<file path="src/rtl/ptag_tlb_pkg.sv">
package ptag_tlb_pkg;
   // Where an incoming fill is placed
   typedef enum logic [1:0] {
      SRC_MATCH = 2'd0,   // same key already present: overwrite it
      SRC_FREE  = 2'd1,   // lowest empty slot
      SRC_RR    = 2'd2    // all slots full: replacement pointer
   } fill_src_e;
endpackage

</file>
<file path="src/rtl/ptag_tlb_cam.sv">
module ptag_tlb_cam #(
   parameter int ENTRIES = 8,
   parameter int VPN_W   = 6,
   parameter int PID_W   = 8,
   parameter int IDX_W   = 3
) (
   input  logic [ENTRIES-1:0] valid_vec,
   input  logic [VPN_W-1:0]   vpn_tbl [ENTRIES],
   input  logic [PID_W-1:0]   pid_tbl [ENTRIES],
   input  logic [VPN_W-1:0]   key_vpn,
   input  logic [PID_W-1:0]   key_pid,
   output logic [ENTRIES-1:0] match_vec,
   output logic [IDX_W-1:0]   match_idx
);
   for (genvar e = 0; e < ENTRIES; e++) begin : g_cmp
      assign match_vec[e] = valid_vec[e] &&
                            (vpn_tbl[e] == key_vpn) &&
                            (pid_tbl[e] == key_pid);
   end

   // Encode the matching slot; lowest index wins if ever more than one
   always_comb begin
      match_idx = '0;
      for (int e = ENTRIES - 1; e >= 0; e--) begin
         if (match_vec[e]) match_idx = IDX_W'(e);
      end
   end
endmodule

</file>
<file path="src/rtl/ptag_tlb_victim.sv">
module ptag_tlb_victim
   import ptag_tlb_pkg::*;
#(
   parameter int ENTRIES = 8,
   parameter int IDX_W   = 3
) (
   input  logic               clk,
   input  logic               rst_n,
   input  logic [ENTRIES-1:0] valid_vec,
   input  logic               hit_any,
   input  logic [IDX_W-1:0]   hit_idx,
   input  logic               fill_en,
   output logic [IDX_W-1:0]   victim_idx
);
   logic             free_any;
   logic [IDX_W-1:0] free_idx;
   logic [IDX_W-1:0] rr_ptr;
   fill_src_e        src;

   assign free_any = ~&valid_vec;

   always_comb begin
      free_idx = '0;
      for (int e = ENTRIES - 1; e >= 0; e--) begin
         if (!valid_vec[e]) free_idx = IDX_W'(e);
      end
   end

   always_comb begin
      if (hit_any)       src = SRC_MATCH;
      else if (free_any) src = SRC_FREE;
      else               src = SRC_RR;
   end

   always_comb begin
      unique case (src)
         SRC_MATCH: victim_idx = hit_idx;
         SRC_FREE:  victim_idx = free_idx;
         default:   victim_idx = rr_ptr;
      endcase
   end

   if (ENTRIES > 1) begin : g_rr
      logic use_rr;
      assign use_rr = fill_en && (src == SRC_RR);
      always_ff @(posedge clk or negedge rst_n) begin
         if (!rst_n)       rr_ptr <= '0;
         else if (use_rr)  rr_ptr <= (rr_ptr == IDX_W'(ENTRIES - 1)) ? '0 : rr_ptr + 1'b1;
      end
   end else begin : g_single
      assign rr_ptr = '0;
   end
endmodule

</file>
<file path="src/rtl/ptag_tlb.sv">
module ptag_tlb #(
   parameter int VA_W    = 16,
   parameter int VPN_W   = 6,
   parameter int FRAME_W = 6,
   parameter int PID_W   = 8,
   parameter int ENTRIES = 8
) (
   input  logic               clk,
   input  logic               rst_n,
   input  logic               lk_valid,
   input  logic               lk_write,
   input  logic [VA_W-1:0]    lk_vaddr,
   input  logic [PID_W-1:0]   lk_pid,
   input  logic               fill_en,
   input  logic [VPN_W-1:0]   fill_vpn,
   input  logic [PID_W-1:0]   fill_pid,
   input  logic [FRAME_W-1:0] fill_frame,
   input  logic               fill_wprot,
   input  logic               flush_all,
   input  logic               flush_pid_en,
   input  logic [PID_W-1:0]   flush_pid,
   output logic               rs_valid,
   output logic               rs_hit,
   output logic               rs_miss,
   output logic               rs_fault,
   output logic               rs_dirty,
   output logic [FRAME_W+VA_W-VPN_W-1:0] rs_paddr
);
   localparam int OFF_W = VA_W - VPN_W;
   localparam int PA_W  = FRAME_W + OFF_W;
   localparam int IDX_W = (ENTRIES > 1) ? $clog2(ENTRIES) : 1;

   // Elaboration-time parameter checks
   if (VPN_W < 1 || VPN_W >= VA_W) begin : g_bad_split
      $error("ptag_tlb: page field must be narrower than the address");
   end
   if (ENTRIES < 1 || PID_W < 1 || FRAME_W < 1) begin : g_bad_size
      $error("ptag_tlb: entries, identifier and frame widths must be positive");
   end

   // Mapping storage
   logic [ENTRIES-1:0] ent_valid, ent_dirty, ent_wprot;
   logic [VPN_W-1:0]   ent_vpn   [ENTRIES];
   logic [PID_W-1:0]   ent_pid   [ENTRIES];
   logic [FRAME_W-1:0] ent_frame [ENTRIES];

   // Lookup side
   logic [ENTRIES-1:0] lk_match_vec;
   logic [IDX_W-1:0]   lk_idx;
   logic               lk_hit, lk_wp, lk_fault, lk_set_dirty;

   ptag_tlb_cam #(.ENTRIES(ENTRIES), .VPN_W(VPN_W), .PID_W(PID_W), .IDX_W(IDX_W)) u_lk_cam (
      .valid_vec (ent_valid),
      .vpn_tbl   (ent_vpn),
      .pid_tbl   (ent_pid),
      .key_vpn   (lk_vaddr[VA_W-1:OFF_W]),
      .key_pid   (lk_pid),
      .match_vec (lk_match_vec),
      .match_idx (lk_idx)
   );

   assign lk_hit       = lk_valid && (|lk_match_vec);
   assign lk_wp        = ent_wprot[lk_idx];
   assign lk_fault     = lk_hit && lk_write && lk_wp;
   assign lk_set_dirty = lk_hit && lk_write && !lk_wp;

   // Fill side
   logic [ENTRIES-1:0] fl_match_vec;
   logic [IDX_W-1:0]   fl_idx;
   logic [IDX_W-1:0]   victim_idx;

   ptag_tlb_cam #(.ENTRIES(ENTRIES), .VPN_W(VPN_W), .PID_W(PID_W), .IDX_W(IDX_W)) u_fl_cam (
      .valid_vec (ent_valid),
      .vpn_tbl   (ent_vpn),
      .pid_tbl   (ent_pid),
      .key_vpn   (fill_vpn),
      .key_pid   (fill_pid),
      .match_vec (fl_match_vec),
      .match_idx (fl_idx)
   );

   ptag_tlb_victim #(.ENTRIES(ENTRIES), .IDX_W(IDX_W)) u_victim (
      .clk        (clk),
      .rst_n      (rst_n),
      .valid_vec  (ent_valid),
      .hit_any    (|fl_match_vec),
      .hit_idx    (fl_idx),
      .fill_en    (fill_en),
      .victim_idx (victim_idx)
   );

   // Entry update: the fill wins over flush and dirty marking on its slot
   always_ff @(posedge clk or negedge rst_n) begin
      if (!rst_n) begin
         ent_valid <= '0;
         ent_dirty <= '0;
         ent_wprot <= '0;
         for (int e = 0; e < ENTRIES; e++) begin
            ent_vpn[e]   <= '0;
            ent_pid[e]   <= '0;
            ent_frame[e] <= '0;
         end
      end else begin
         for (int e = 0; e < ENTRIES; e++) begin
            if (fill_en && (victim_idx == IDX_W'(e))) begin
               ent_valid[e] <= 1'b1;
               ent_dirty[e] <= 1'b0;
               ent_wprot[e] <= fill_wprot;
               ent_vpn[e]   <= fill_vpn;
               ent_pid[e]   <= fill_pid;
               ent_frame[e] <= fill_frame;
            end else begin
               if (flush_all || (flush_pid_en && (ent_pid[e] == flush_pid)))
                  ent_valid[e] <= 1'b0;
               if (lk_set_dirty && (lk_idx == IDX_W'(e)))
                  ent_dirty[e] <= 1'b1;
            end
         end
      end
   end

   // Registered response
   always_ff @(posedge clk or negedge rst_n) begin
      if (!rst_n) begin
         rs_valid <= 1'b0;
         rs_hit   <= 1'b0;
         rs_miss  <= 1'b0;
         rs_fault <= 1'b0;
         rs_dirty <= 1'b0;
         rs_paddr <= '0;
      end else begin
         rs_valid <= lk_valid;
         rs_hit   <= lk_hit;
         rs_miss  <= lk_valid && !lk_hit;
         rs_fault <= lk_fault;
         rs_dirty <= lk_hit && (ent_dirty[lk_idx] || lk_set_dirty);
         rs_paddr <= lk_hit ? PA_W'({ent_frame[lk_idx], lk_vaddr[OFF_W-1:0]}) : '0;
      end
   end
endmodule

</file>
<file path="config.mk">
export PLATFORM = sky130hd
export DESIGN_NAME = ptag_tlb
export DESIGN_NICKNAME = d
export VERILOG_FILES = /design/src/rtl/ptag_tlb_pkg.sv /design/src/rtl/ptag_tlb_cam.sv /design/src/rtl/ptag_tlb_victim.sv /design/src/rtl/ptag_tlb.sv
export SDC_FILE = /design/constraint.sdc
export NUM_CORES = 1
export LEC_CHECK = 0
export BUFFER_PORTS_ARGS = -buffer_cell sky130_fd_sc_hd__clkbuf_2
export CAP_MARGIN = 20
export CELL_PAD_IN_SITES_DETAIL_PLACEMENT = 1
export CELL_PAD_IN_SITES_GLOBAL_PLACEMENT = 1
export CORE_MARGIN = 5
export CORE_UTILIZATION = 50
export DETAILED_ROUTE_END_ITERATION = 8
export PLACE_DENSITY_LB_ADDON = 0.1
export SLEW_MARGIN = 20
export SYNTH_ARGS = -nofsm -noshare
export SYNTH_HDL_FRONTEND = slang
export SYNTH_SLANG_ARGS = --single-unit
</file>
<file path="constraint.sdc">
create_clock -name clk -period 3.7 [get_ports clk]
set_input_delay 0.37 -clock clk [delete_from_list [all_inputs] [get_ports clk]]
set_output_delay 0.37 -clock clk [all_outputs]
set_load 0.01 [all_outputs]
</file>
==> results.toml, run 1 <==
[sta]
report.final.slew_viol_count = 0
fmax_ghz = 0.2839
clock_skew_ns = 0.01876
post-route-period-util = 0.9520
relSlewSlack = 0.4142
fin_crit_ns = 3.522
hold_violations = 0
fin_hold_ws_ns = 0.02537
rsz0062_at_grt = "false"
fin_setup_tns_ns = 0
worst_pin_slew_ns = 0.8787
setup_viol = 0

[die]
fp-row-count = 57
fp.dieH_um = 168.0
fp.dieW_um = 168.0
initial_core_util = 0.5104
core_sq_mm = 0.02446
ios = 81
die_area_sq_mm = 0.02823

[drt]
ant_nets = 0
wl_per_cell_um = 29.92
drc = 0
first_iter_violations = 885
vias = 9701
dr.pass1.iters = 8
routed_wl_mm = 46.82
viasPerCell = 6.199

[final_layout]
final_cell_mix = "xnor2_1, dfrtp_1, mux2_2"
layout_commonest_cell = "xnor2_1"
final_cells = 1565
fin_util = 0.5872
diodes = 0
area_growth_pct = 15.06
regArea_sq_mm = 0.005205
num-fill-cells = 2601
multi_input_area_sq_mm = 0.006777
drive_above_1_share = 0.3191
fin_nets = 1288

[worst_setup_path]
crit_type = "reg -> reg"
cp-start-kind = "flip-flop"
path_max_fanout = 24
path_cells = "buf_4 -> xnor2_1 -> nand4_1 -> nor4_1 -> buf_4 -> nor2_1 -> a311oi_4 -> buf_12 -> mux2_2 -> o211ai_1 -> a21oi_1"
slowest_stage = "nor4_1"
arrival_ns = 3.93
critPathRequiredTime_ns = 4.11
crit_path_max_incr_delay_ns = 0.57
cp-end-kind = "flip-flop"
crit_top_cell = "buf_4"

[clock_tree]
cts_tree = "done"
clock_path_buffers = 3
cts_buffers = 23
clock_sinks = 208
htree_num_levels = 1
clk_pin_slew_worst_paths_ns = 0.06
cts_setup_buffers = 0
clockRootBuffer = "clkbuf_16"
clk_latency_ns = 0.53

[hold_path]
hold_path.class = "in -> reg"

[logic_synthesis]
yosys_register_bits = 208
syn-cell-area_sq_mm = 0.01248
syn_nets = 1173
yosysSeqAreaShare = 0.4169
syn_avg_cell_area_sq_um = 11.24
syn_inst = 1111
synth_warnings = 0
yosysUniqueCellTypes = 58

[placement]
dp_hpwl_mm = 35.53
place_inst = 1524
numPortBuffers = 80
gp_congestion = 1.051

[global_route]
grtUsageTotal = 0.3299
grt_max_degree = 112
gr-total-overflow = 0
grt_pass1_wl_mm = 69.39
grt_pass1_vias = 10457
antenna_found_initial = 0

[power]
ir_worst_vdd_v = 0.0004678
p_per_area_mw_per_mm2 = 595.2
p_leak_uw = 0.005996

[status]
status = "completed"

[run]
maxCapViolCount = 0
==> area by class of cell <==
type | count | share of cell area
clock buffers | 31 | 0.04355
well taps | 324 | 0.02822
inverters | 11 | 0.002874
multi-input cells | 815 | 0.4717
clock inverters | 9 | 0.007491
flip-flops and latches | 208 | 0.3623
repair buffers | 167 | 0.08379
==> Yosys cell counts (all sizes together) <==
cell type / number / area, sq um
a31oi: 5 / 31.28
nand3b: 1 / 7.510
nand2b: 5 / 31.28
xnor2: 232 / 2032
inv: 11 / 41.29
a31o: 6 / 52.55
nand4: 85 / 531.8
buf: 65 / 437.9
nor4b: 1 / 15.01
a221oi: 1 / 8.760
ha: 2 / 25.02
a21oi: 12 / 60.06
nor4: 38 / 250.2
o31ai: 4 / 35.03
o21a: 4 / 30.03
or2: 7 / 43.80
and2: 11 / 68.82
nor2: 31 / 121.4
nor3: 10 / 50.05
dfrtp: 208 / 5205
or4: 5 / 37.54
nor3b: 1 / 12.51
o21ba: 2 / 20.02
mux2i: 28 / 280.3
o21ai: 8 / 40.03
nand3: 34 / 175.2
nand4b: 2 / 17.52
nand2: 23 / 88.84
a2bb2oi: 1 / 15.01
xor2: 56 / 490.5
and4: 1 / 8.760
clkbuf: 12 / 46.29
a21o: 1 / 7.510
o211ai: 7 / 52.55
a211o: 1 / 10.01
nor2b: 3 / 18.77
a22oi: 1 / 7.510
a211oi: 3 / 27.52
o21bai: 2 / 15.01
mux2: 175 / 1971
o31a: 1 / 8.760
a311oi: 3 / 38.79
a21boi: 1 / 7.510
or3b: 1 / 8.760
==> report_power, final <==
part           switching (uW)  internal (uW)  leakage, uW
Sequential                714           2770      0.00271
Clock                     960           1330     0.000354
Combinational            1420           1360      0.00294
Total                    3100           5450      0.00600
==> per-layer routing <==
layer,GRT usage,vias up,share of wire
met4,0.1097,0,0.037
met2,0.5080,440,0.45
met5,0,-,0
li1,-,4161,-
met1,0.4503,5000,0.42
met3,0.09379,100,0.095
==> final timing paths <==
path                         startpoint            to  slack (ns)  depth (start not counted)
setup / recovery            ent_pid[22]  rs_paddr[11]        0.18                         11
hold / removal                 lk_valid      rs_valid        0.03                          1
setup reg to reg            ent_pid[22]  rs_paddr[11]        0.18                         11
hold reg to reg            ent_dirty[5]  ent_dirty[5]        0.50                          2
max in group asynchronous         rst_n      rs_dirty        2.23                          3
min in group asynchronous         rst_n   ent_pid[15]        0.53                          2
==> sequential cells by signal, summed over array words and instances, names as in the netlist <==
signal           flops
ent_pid             64
ent_frame           48
ent_vpn             48
rs_paddr            16
ent_dirty            8
ent_valid            8
ent_wprot            8
u_victim.rr_ptr      3
rs_dirty             1
rs_fault             1
rs_hit               1
rs_miss              1
rs_valid             1
==> worst max-delay path: cells and delay by family, from the launching register on <==
kind | cells | cell delay (ns)
flip-flops | 1 | 0.41
XOR/XNOR | 1 | 0.52
multiplexers | 1 | 0.37
AO/OA/AOI/OAI | 3 | 0.60
buffers and inverters | 3 | 0.68
AND/OR/NAND/NOR | 3 | 0.81
==> what timing repair did <==
| item | in CTS | in global routing |
|---|---|---|
| setup endpoints to repair | 0 | 0 |
| resized for setup | 0 | 0 |
| hold endpoints to repair | 98 | 0 |
| hold buffers | 1 | 0 |
==> logic make-up after synthesis <==
family                     count (synthesis)  share of synthesized area
muxes                                    203                     0.1803
DFF                                      208                     0.4169
adders and majority gates                  2                   0.002004
buffers and inverters                     88                    0.04209
AOI/OAI and AO/OA                         63                    0.03748
xor gates and xnor gates                 288                     0.2020
and+or+nand+nor                          259                     0.1192
==> per-stage QoR <==
step | instance area, sq um | setup WS [ns] | total power (uW)
6_report | 14370 | 0.1775 | 8550
5_1_grt | 14370 | 0.04181 | 8897
4_1_cts | 14370 | 0.2493 | 8528
3_5_place_dp | 13620 | 0.1690 | 6205
3_3_place_gp | 13620 | 0.1886 | 6112
2_1_floorplan | 12480 | 0.7995 | 5054
Power figures use the tool's default switching activity.
==> run 2, diff against run 1 <==
- CORE_ASPECT_RATIO: default -> 0.7
==> run 2 against run 1 <==
Sequential share of layout area decreased by 1.3 points. Clock-buffer cell count increased by 2. Clock skew increased by 0.0030 ns. Via count increased by 2.1%. Worst setup slack got worse by 0.054 ns.
==> results.toml, run 2 (synthesis gave the netlist of run 1 again) <==
[global_route]
antenna_found_initial = 1
grt_max_degree = 115
grt_pass1_wl_mm = 69.61
gr-total-overflow = 0
grtUsageTotal = 0.3340
grt_pass1_vias = 10547

[drt]
drc = 0
dr.pass1.iters = 5
ant_nets = 0
vias = 9903
first_iter_violations = 695
routed_wl_mm = 46.60
wl_per_cell_um = 28.71
viasPerCell = 6.102

[worst_setup_path]
critPathRequiredTime_ns = 4.11
path_max_fanout = 17
crit_type = "reg -> reg"
worst_r2r_endpoint = "ent_vpn[32]"
cp-start-kind = "flip-flop"
crit_top_cell = "buf_4"
arrival_ns = 3.98
timing.rr.start = "ent_pid[44]"
crit_end = "ent_vpn[32]"
cp-end-kind = "flip-flop"
crit_path_max_incr_delay_ns = 0.51
r2r_slack_ns = 0.12
path_cells = "buf_4 -> xnor2_1 -> nand3_1 -> nor4_1 -> buf_4 -> nor2_1 -> o31a_1 -> o31ai_2 -> buf_4 -> nand2_1 -> or2_1 -> buf_12 -> mux2_1"
slowest_stage = "dfrtp_1"
reg2regPathDepth = 13
startpoint = "ent_pid[44]"

[sta]
post-route-period-util = 0.9666
fin_crit_ns = 3.576
clock_skew_ns = 0.02171
hold_violations = 0
fin_setup_tns_ns = 0
setup_viol = 0
fmax_ghz = 0.2796
worst_pin_slew_ns = 0.9988
relSlewSlack = 0.3341
rsz0062_at_grt = "false"
report.final.slew_viol_count = 0

[placement]
numPortBuffers = 80
dp_hpwl_mm = 35.65
gp_congestion = 1.019
place_inst = 1581

[clock_tree]
clock_path_buffers = 3
cts_buffers = 22
clk_latency_ns = 0.54
clock_sinks = 208
cts_setup_buffers = 0
clk_pin_slew_worst_paths_ns = 0.06
htree_num_levels = 1
clockRootBuffer = "clkbuf_16"
cts_tree = "done"

[final_layout]
regMostFlops = "ent_pid"
drive_above_1_share = 0.3513
fin_util = 0.6044
fin_nets = 1344
final_cells = 1623
final_cell_mix = "xnor2_1, dfrtp_1, mux2_2"
reg_top3 = "ent_pid x64, ent_frame x48, ent_vpn x48"
largest_reg_flops = 64
area_growth_pct = 19.20
diodes = 0
layout_commonest_cell = "xnor2_1"

[die]
fp.dieH_um = 142.2
ios = 81
initial_core_util = 0.5070
fp.dieW_um = 198.9
fp-row-count = 48
core_sq_mm = 0.02462
die_area_sq_mm = 0.02828

[run]
maxCapViolCount = 0

[power]
p_per_area_mw_per_mm2 = 572.7
ir_worst_vdd_v = 0.0004453
p_leak_uw = 0.006322

[status]
status = "completed"

[hold_path]
hp-start = "lk_valid"
hold_path.class = "in -> reg"
[run 2: critical path, delay by kind of cell, from the launching register on]
family,cells,cell delay (ns)
flops,1,0.51
xor+xnor,1,0.18
compound gates,2,0.45
mux,1,0.34
simple gates,5,1.15
buf+inv,4,0.81
[run 2: area by class of cell]
type | count | area, sq um
clock buffers | 33 | 663.1
inverters | 11 | 41.29
fillers | 2639 | 9742
repair buffers | 224 | 1714
multi-input cells | 815 | 6789
well taps | 325 | 406.6
clock inverters | 7 | 62.56
flip-flops and latches | 208 | 5205
[run 2: repair_timing]
item                       in CTS  in global routing
setup endpoints to repair       0                  1
gates resized for setup         0                  1
hold endpoints to repair       23                  0
hold buffers                    1                  0
[run 2: metrics by stage]
stage	cell area (sq um)	total power, uW	hold slack [ns]	setup slack (ns)
floorplan	12480	5054	0.07441	0.7995
global placement	14120	6053	0.4803	0.02145
detailed placement	14120	6151	0.4854	0.003818
CTS	14860	8481	0.02087	0.1223
global route	14880	8883	0.02717	0.03861
finish	14880	8523	0.03521	0.1235
[run 2: worst min path at each step]
stage                   end  cells past startpoint
4_1_cts            rs_valid                      1
2_1_floorplan  ent_dirty[0]                      0
5_1_grt            rs_valid                      1
3_3_place_gp   ent_dirty[6]                      1
3_5_place_dp   ent_dirty[6]                      1
6_report           rs_valid                      1
[run 2: report_power, final]
group / total [uW] / internal [uW] / switching [uW]
Sequential: 3490 / 2770 / 724
Clock: 2300 / 1310 / 986
Combinational: 2740 / 1370 / 1370
Total: 8520 / 5450 / 3080
[run 2: routing by layer]
metal	routed length, um	global-route usage
met1	20720	0.4814
met2	19620	0.4851
met3	5433	0.1323
met4	824	0.05719
met5	7	0
